[config.mk]
export PLATFORM = sky130hd
export DESIGN_NAME = gpio_bank_ctrl
export DESIGN_NICKNAME = d
export VERILOG_FILES = /design/src/rtl/gpio_bank_pkg.sv /design/src/rtl/gpio_regif.sv /design/src/rtl/gpio_line_cfg.sv /design/src/rtl/gpio_out_latch.sv /design/src/rtl/gpio_in_sync.sv /design/src/rtl/gpio_bank_ctrl.sv
export SDC_FILE = /design/constraint.sdc
export NUM_CORES = 1
export LEC_CHECK = 0
export ABC_CLOCK_PERIOD_IN_PS = 7900
export BUFFER_PORTS_ARGS = -buffer_cell sky130_fd_sc_hd__buf_2
export CAP_MARGIN = 20
export CORE_MARGIN = 5
export CORE_UTILIZATION = 55
export CTS_BUF_LIST = sky130_fd_sc_hd__clkbuf_4 sky130_fd_sc_hd__clkbuf_8
export DETAILED_ROUTE_END_ITERATION = 10
export GPL_TIMING_DRIVEN = 1
export PLACE_DENSITY = 0.78
export SYNTH_ARGS = -nofsm -noshare
export SYNTH_HDL_FRONTEND = slang
export SYNTH_SLANG_ARGS = --single-unit
[constraint.sdc]
create_clock -name clk -period 7.9 [get_ports clk]
set_input_delay 0.79 -clock clk [delete_from_list [all_inputs] [get_ports clk]]
set_output_delay 0.79 -clock clk [all_outputs]
set_load 0.02 [all_outputs]
[src/rtl/gpio_bank_pkg.sv]
package gpio_bank_pkg;

  // function code width and position of the direction bit in the config word
  localparam int FUNC_W  = 3;
  localparam int DIR_POS = 7;

  localparam logic [FUNC_W-1:0] FUNC_GPIO = '0;

  typedef struct packed {
    logic              dir;   // 1 = output
    logic [FUNC_W-1:0] func;  // 0 = GPIO, 1..7 = alternates
  } line_cfg_t;

  localparam int CFG_W = $bits(line_cfg_t);

  typedef enum logic [2:0] {
    REG_SEL = 3'd0,
    REG_CFG = 3'd1,
    REG_SET = 3'd2,
    REG_CLR = 3'd3,
    REG_LVL = 3'd4
  } reg_addr_e;

  function automatic logic [DIR_POS:0] cfg_pack(input line_cfg_t c);
    logic [DIR_POS:0] w;
    w               = '0;
    w[DIR_POS]      = c.dir;
    w[FUNC_W-1:0]   = c.func;
    return w;
  endfunction

endpackage

[src/rtl/gpio_regif.sv]
module gpio_regif
  import gpio_bank_pkg::*;
#(
  parameter int LINES  = 20,
  parameter int DATA_W = 32,
  parameter int ADDR_W = 3
) (
  input  logic              clk,
  input  logic              rst_n,
  input  logic [ADDR_W-1:0] bus_addr,
  input  logic              bus_we,
  input  logic [DATA_W-1:0] bus_wdata,
  output logic [DATA_W-1:0] bus_rdata,
  input  line_cfg_t         sel_cfg,
  input  logic [LINES-1:0]  lvl,
  output logic [LINES-1:0]  mask,
  output logic              cfg_we,
  output line_cfg_t         cfg_wr,
  output logic [LINES-1:0]  set_v,
  output logic [LINES-1:0]  clr_v
);

  localparam logic [ADDR_W-1:0] A_SEL = ADDR_W'(REG_SEL);
  localparam logic [ADDR_W-1:0] A_CFG = ADDR_W'(REG_CFG);
  localparam logic [ADDR_W-1:0] A_SET = ADDR_W'(REG_SET);
  localparam logic [ADDR_W-1:0] A_CLR = ADDR_W'(REG_CLR);
  localparam logic [ADDR_W-1:0] A_LVL = ADDR_W'(REG_LVL);

  logic [LINES-1:0]  mask_q, mask_nxt;
  logic              mask_en;
  logic [DATA_W-1:0] rd_q, rd_nxt;

  // write strobes
  always_comb begin
    mask_en  = bus_we && (bus_addr == A_SEL);
    mask_nxt = bus_wdata[LINES-1:0];
    cfg_we   = bus_we && (bus_addr == A_CFG);
    cfg_wr   = '{dir: bus_wdata[DIR_POS], func: bus_wdata[FUNC_W-1:0]};
    set_v    = (bus_we && (bus_addr == A_SET)) ? bus_wdata[LINES-1:0] : '0;
    clr_v    = (bus_we && (bus_addr == A_CLR)) ? bus_wdata[LINES-1:0] : '0;
  end

  // read mux
  always_comb begin
    case (bus_addr)
      A_SEL:   rd_nxt = DATA_W'(mask_q);
      A_CFG:   rd_nxt = DATA_W'(cfg_pack(sel_cfg));
      A_LVL:   rd_nxt = DATA_W'(lvl);
      default: rd_nxt = '0;
    endcase
  end

  always_ff @(posedge clk or negedge rst_n) begin
    if (!rst_n) begin
      mask_q <= '0;
    end else if (mask_en) begin
      mask_q <= mask_nxt;
    end
  end

  always_ff @(posedge clk or negedge rst_n) begin
    if (!rst_n) begin
      rd_q <= '0;
    end else begin
      rd_q <= rd_nxt;
    end
  end

  assign mask      = mask_q;
  assign bus_rdata = rd_q;

  // write-data bits outside any field are intentionally ignored
  logic unused_wdata;
  assign unused_wdata = ^bus_wdata;

endmodule

[src/rtl/gpio_line_cfg.sv]
module gpio_line_cfg
  import gpio_bank_pkg::*;
#(
  parameter int LINES = 20
) (
  input  logic                  clk,
  input  logic                  rst_n,
  input  logic [LINES-1:0]      mask,
  input  logic                  cfg_we,
  input  line_cfg_t             cfg_wr,
  output line_cfg_t [LINES-1:0] cfg_q,
  output line_cfg_t             sel_cfg
);

  line_cfg_t [LINES-1:0] cfg_r;

  for (genvar i = 0; i < LINES; i++) begin : g_line
    logic      en;
    line_cfg_t nxt;

    always_comb begin
      en  = cfg_we && mask[i];
      nxt = cfg_wr;
    end

    always_ff @(posedge clk or negedge rst_n) begin
      if (!rst_n) begin
        cfg_r[i] <= '0;
      end else if (en) begin
        cfg_r[i] <= nxt;
      end
    end
  end

  // lowest selected line wins the read-back
  always_comb begin
    sel_cfg = '0;
    for (int i = LINES - 1; i >= 0; i--) begin
      if (mask[i]) sel_cfg = cfg_r[i];
    end
  end

  assign cfg_q = cfg_r;

endmodule

[src/rtl/gpio_out_latch.sv]
module gpio_out_latch #(
  parameter int LINES = 20
) (
  input  logic             clk,
  input  logic             rst_n,
  input  logic [LINES-1:0] set_v,
  input  logic [LINES-1:0] clr_v,
  output logic [LINES-1:0] q
);

  logic [LINES-1:0] q_r, q_nxt;
  logic             en;

  always_comb begin
    en    = |(set_v | clr_v);
    q_nxt = (q_r | set_v) & ~clr_v;  // clear wins over set
  end

  always_ff @(posedge clk or negedge rst_n) begin
    if (!rst_n) begin
      q_r <= '0;
    end else if (en) begin
      q_r <= q_nxt;
    end
  end

  assign q = q_r;

endmodule

[src/rtl/gpio_in_sync.sv]
module gpio_in_sync #(
  parameter int LINES  = 20,
  parameter int STAGES = 2
) (
  input  logic             clk,
  input  logic             rst_n,
  input  logic [LINES-1:0] pad_i,
  output logic [LINES-1:0] lvl
);

  logic [STAGES-1:0][LINES-1:0] stg;

  always_ff @(posedge clk or negedge rst_n) begin
    if (!rst_n) begin
      stg <= '0;
    end else begin
      stg[0] <= pad_i;
      for (int s = 1; s < STAGES; s++) stg[s] <= stg[s-1];
    end
  end

  assign lvl = stg[STAGES-1];

endmodule

[src/rtl/gpio_bank_ctrl.sv]
module gpio_bank_ctrl
  import gpio_bank_pkg::*;
#(
  parameter int LINES  = 20,
  parameter int DATA_W = 32,
  parameter int ADDR_W = 3
) (
  input  logic               clk,
  input  logic               rst_n,
  input  logic [ADDR_W-1:0]  bus_addr,
  input  logic               bus_we,
  input  logic [DATA_W-1:0]  bus_wdata,
  output logic [DATA_W-1:0]  bus_rdata,
  input  logic [LINES-1:0]   pad_i,
  output logic [LINES-1:0]   pad_o,
  output logic [LINES-1:0]   pad_oe,
  output logic [3*LINES-1:0] pad_fsel
);

  // reset: asynchronous assert, synchronous release
  logic [1:0] rst_pipe;
  logic       rst_sync_n;

  always_ff @(posedge clk or negedge rst_n) begin
    if (!rst_n) begin
      rst_pipe <= '0;
    end else begin
      rst_pipe <= {rst_pipe[0], 1'b1};
    end
  end
  assign rst_sync_n = rst_pipe[1];

  logic [LINES-1:0]      mask;
  logic                  cfg_we;
  line_cfg_t             cfg_wr;
  line_cfg_t             sel_cfg;
  line_cfg_t [LINES-1:0] cfg_q;
  logic [LINES-1:0]      set_v, clr_v;
  logic [LINES-1:0]      lvl;

  gpio_regif #(.LINES(LINES), .DATA_W(DATA_W), .ADDR_W(ADDR_W)) u_regif (
    .clk       (clk),
    .rst_n     (rst_sync_n),
    .bus_addr  (bus_addr),
    .bus_we    (bus_we),
    .bus_wdata (bus_wdata),
    .bus_rdata (bus_rdata),
    .sel_cfg   (sel_cfg),
    .lvl       (lvl),
    .mask      (mask),
    .cfg_we    (cfg_we),
    .cfg_wr    (cfg_wr),
    .set_v     (set_v),
    .clr_v     (clr_v)
  );

  gpio_line_cfg #(.LINES(LINES)) u_cfg (
    .clk     (clk),
    .rst_n   (rst_sync_n),
    .mask    (mask),
    .cfg_we  (cfg_we),
    .cfg_wr  (cfg_wr),
    .cfg_q   (cfg_q),
    .sel_cfg (sel_cfg)
  );

  gpio_out_latch #(.LINES(LINES)) u_latch (
    .clk   (clk),
    .rst_n (rst_sync_n),
    .set_v (set_v),
    .clr_v (clr_v),
    .q     (pad_o)
  );

  gpio_in_sync #(.LINES(LINES), .STAGES(2)) u_sync (
    .clk   (clk),
    .rst_n (rst_sync_n),
    .pad_i (pad_i),
    .lvl   (lvl)
  );

  // pad steering: output enable only for GPIO lines set as outputs
  for (genvar i = 0; i < LINES; i++) begin : g_pad
    assign pad_oe[i]           = cfg_q[i].dir && (cfg_q[i].func == FUNC_GPIO);
    assign pad_fsel[3*i +: 3]  = cfg_q[i].func;
  end

endmodule

After elaboration in Yosys (flattened, before gate mapping)
Index checks and enable logic that the tools add are counted.

Bits in registers: 182. Input bits: 58.

Eq/ne operators: 4. Muxes and demuxes: 23. Bitwise logic cells: 4. Reductions and logical operators: 66.

Operators by type and width (count): 4-bit 2-to-1 mux (20); 3-bit zero test (21); 20-bit case mux with 3 select lines (1); 1-bit logical AND (44); 20-bit 2-to-1 mux (2); 20-bit bitwise OR (2); 20-bit bitwise AND (1); 20-bit inverter (1); 20-bit OR reduction (1); 3-bit by 2-bit equality test with 1-bit output (second input constant) (2); 3-bit by 1-bit equality test with 1-bit output (second input constant) (1); 3-bit equality test (second input constant) (1).

Longest topological paths before layout
Depth after elaboration: 21. Depth in mapped cells: 7. Mapped depth without buffers: 5.

Cells and area by module
From an unflattened synthesis, not the netlist that was laid out.

Cells, all modules: 618. Area, all modules: 8121.5 um^2.

Modules (own cells, without submodules): gpio_line_cfg (instances 1, cells an instance 311, area each 3762.4 um^2, seq. area each 2001.9 um^2); gpio_regif (instances 1, cells an instance 184, area each 2153.3 um^2, seq. area each 1001.0 um^2); gpio_in_sync (instances 1, cells an instance 60, area each 1151.1 um^2, seq. area each 1001.0 um^2); gpio_out_latch (instances 1, cells an instance 40, area each 700.7 um^2, seq. area each 500.5 um^2); gpio_bank_ctrl (instances 1, cells an instance 23, area each 354.1 um^2, seq. area each 50.0 um^2).

Least setup slack after synthesis
OpenSTA, ideal clock, no wires.

Kind: input port to flip-flop. From: input port bus_addr[1]. To: register u_regif.mask_q[14], in the netlist u_regif.mask[14]. Library setup time: 125 ps. Arrival: 2086 ps. Slack: 5689 ps. Cell stages on the path: 6. Cell sequence: buf_2 -> nor3_4 -> and2_1 -> buf_2 -> buf_4 -> mux2_2.

Word-level cells in the longest chain between the ends: 2.

RTL lines: from (decl) (RTL line gpio_bank_ctrl.sv:10) `input logic [ADDR_W-1:0] bus_addr,`; 3-bit zero test (RTL line gpio_regif.sv:35) `mask_en = bus_we && (bus_addr == A_SEL);`; 1-bit logical AND (RTL line gpio_regif.sv:35); to (signal assigned) (RTL line gpio_regif.sv:57) `mask_q <= mask_nxt;`; to (decl) (RTL line gpio_regif.sv:29) `logic [LINES-1:0] mask_q, mask_nxt;`.

Every way passes these cells. A chain may end at the register's enable or synchronous reset.

Worst setup path in the final report
From: input port bus_addr[0]. To: register u_regif.mask_q[11], in the netlist u_regif.mask[11].

Same word-level chain as after synthesis.

==> summary.md <==
| Metric | Value |
|---|---|
| Yosys cell types | 56 |
| Max-Cap Viols | 0 |
| ANT nets after route | 0 |
| Clk_skew | 0.0167 ns |
| WP data required | between 8 and 9 ns |
| Worst Setup End Kind | flip-flop |
| Max-Slew Margin vs Limit | approximately a third |
| H-tree depth | 4 |
| First-pass GRT wire length | 30600 um |
| Deepest clock path buffer count | 2 |
| Starting Density | 55.6% |
| Register area | 4560 um2 |
| Root buffer cell | clkbuf_8 |
| Placed Area | approximately 8400 um2 |
| Die height | approximately 130 um |
| R2R Path Start | u_regif.mask[9]$_DFFE_PN0P_ |
| Crit-path cells | buf_2 > nor3_4 > and2_1 > buf_16 > mux2_2 |
| Synthesis-stage register bit count | 182 |
| Critical Path Start Type | input port |
| CP bufs+invs | 2 |
| Setup-failing EPs final | 0 |
| Fin Setup TNS | 0 ns |
| Seq/Total Area, Yosys | 56.8% |
| Hold buffers post-CTS | 0 |
| Most frequent cell after synthesis | dfrtp_1 |
| FP Rows | 44 |
| Remaining DRCs | 0 |
| Final Wtd Congestion | 0.987 |
| GRT Residual Overflow | 0 |
| Leakage | around 0.0042 uW |
| Number of flops mapped to enable cells by yosys | 0 |
| Worst setup path startpoint | bus_addr[0] |
| Routed WL per cell | 20.3 um |
| Crit path kind | input port to flip-flop |
| Dpl hpwl | 13800 um |
| Worst path slowest cell | nor3_4 |
| Vias | roughly 5600 |
| Ys flop type | dfrtp_1 |
| Syn Inst Count | 683 |
| Synth Cell Area | roughly 8000 um2 |
| VDD IR max | 0.147 mV |
| DRT Pass-1 Iters | 7 |
| Die footprint | 17100 um2 |
| Synth area leaders | dfrtp_1, mux2_2, buf_4 |
| Worst Path Arrival | 3.04 ns |
| CP max stage delay | 0.83 ns |
| Post-route cell area | 8830 um2 |
| GRT Util Overall | roughly a quarter |
| Area delta synth->final | 10.1% |
| Number of nets in the layout | 830 |
| CTS tree | built |
| Chip Width | 131 um |
| Final Max Slew Viols | 0 |
| Yosys warnings | 0 |
| Critical path peak fanout | 26 |
| Fillers | approximately 1200 |
| # IOs | 190 |
| Final wirelength | 19700 um |
| Post-DR vias/cell | 5.79 |
| Post_cts resized | 0 |
| FMAX | 370 MHz |
| Final Critical Period | 2.71 ns |
| Synth top area share | a little under three fifths |
| Clock sinks | 182 |
| Hold WS | 0.0976 ns |
| Final-report hold violation count | 0 |
| Crit share post-route | 34.2% |
| CORE AREA | between 10000 and 15000 um2 |
| Syn avg cell area | 11.7 um2 |
| CP top delay family | simple AND/OR/NAND/NOR gates |
| Area of the multi-input gates | 2750 um2 |
| Largest net degree at the start of global routing | 75 |
| Number of CTS-inserted buffers | 17 |
| Outcome | finished, final reports clean |
| I/O Buffers | 165 |
| Post-synth top cells | dfrtp_1, mux2_2, nand2_1 |
| Vias in the first global route | about 5700 |
| Worst-margin pin slew | 0.999 ns |
| Ratio of cells with drive above 1 in the final layout | 38.2% |
| Unrepaired setup endpoints after global routing | false |
| Post-synth ARST share | 100% |
| Clk_lat worst skew | 0.46 ns |
| Area leader, netlist | dfrtp_1 |
| Pwr/cell area | ~300 nW/um2 |
| Postcts setup bufs | 0 |
| Iteration-0 DRC Markers | 512 |
| Initial antenna violation count | 3 |
| HP Class | input port to async pin |
| Clock transition at path regs | around 0.090 ns |
## flip-flops by register name, indices dropped and copies added, names as in the netlist
signal	flops
rst_pipe	2
u_cfg.cfg_q	80
u_regif.bus_rdata	20
u_regif.mask	20
u_sync.lvl	20
u_latch.q	20
u_sync.stg	20
## placed cells by master, fill, tap and decap left out, types with 16 or more instances in the layout
cell	instances
dfrtp_1	181
buf_2	165
nor4b_1	16
a22o_1	17
clkbuf_8	19
mux2_2	93
nand2_1	89
o21ai_0	38
## worst paths after layout
path | to | slack (ns) | cells after the start
setup reg to reg | u_regif.bus_rdata[7]$_DFF_PN0_ | 5.96 | 4
max in group asynchronous | u_cfg.cfg_q[24]$_DFFE_PN0P_ | 6.19 | 1
hold / removal | rst_pipe[1]$_DFF_PN0_ | 0.1 | 1
min in group clk | u_sync.lvl[8]$_DFF_PN0_ | 0.35 | 0
setup / recovery | u_regif.mask[11]$_DFFE_PN0P_ | 5.19 | 5
hold reg to reg | u_regif.bus_rdata[17]$_DFF_PN0_ | 0.33 | 0
## cell type report
class | instances | area share (%)
flip-flops and latches | 182 | 51.6
multi-input cells | 389 | 31.1
repair buffers | 169 | 9.92
clock buffers | 21 | 3.13
well taps | 184 | 2.61
clock inverters | 11 | 1.01
inverters | 13 | 0.553
diodes | 1 | 0.0283
## per-layer routing
metal	track usage, %	up-vias	wire length [um]
met5	0	-	32
met3	5.57	41	1480
met1	31.2	2827	7970
met4	7.08	4	366
met2	38.8	245	9850
li1	-	2500	-
## per-stage QoR
step / setup slack [ns] / utilization [%] / power [uW] / std cells
floorplan: 2.45 / - / 1920 / 694
global placement: 4.50 / 58.5 / 2040 / 936
detailed placement: 4.45 / 58.5 / 2070 / 936
CTS: 4.92 / 61.0 / 2660 / 968
global route: 5.10 / 61.2 / 2780 / 970
finish: 5.19 / 61.2 / 2640 / 970
## cell families after synthesis
family          count (synthesis)  synth area share (%)
flops                         182                  56.8
simple gates                  167                  10.7
buf+inv                       123                  9.44
compound gates                114                  9.66
mux                            95                  13.3
other cells                     2                0.0937
## power by group
group / internal [uW] / switching (uW)
sequential: 1110 / 227
combinational: 302 / 418
clock: 249 / 336
total: 1660 / 981
(Power assumes the default switching activity.)
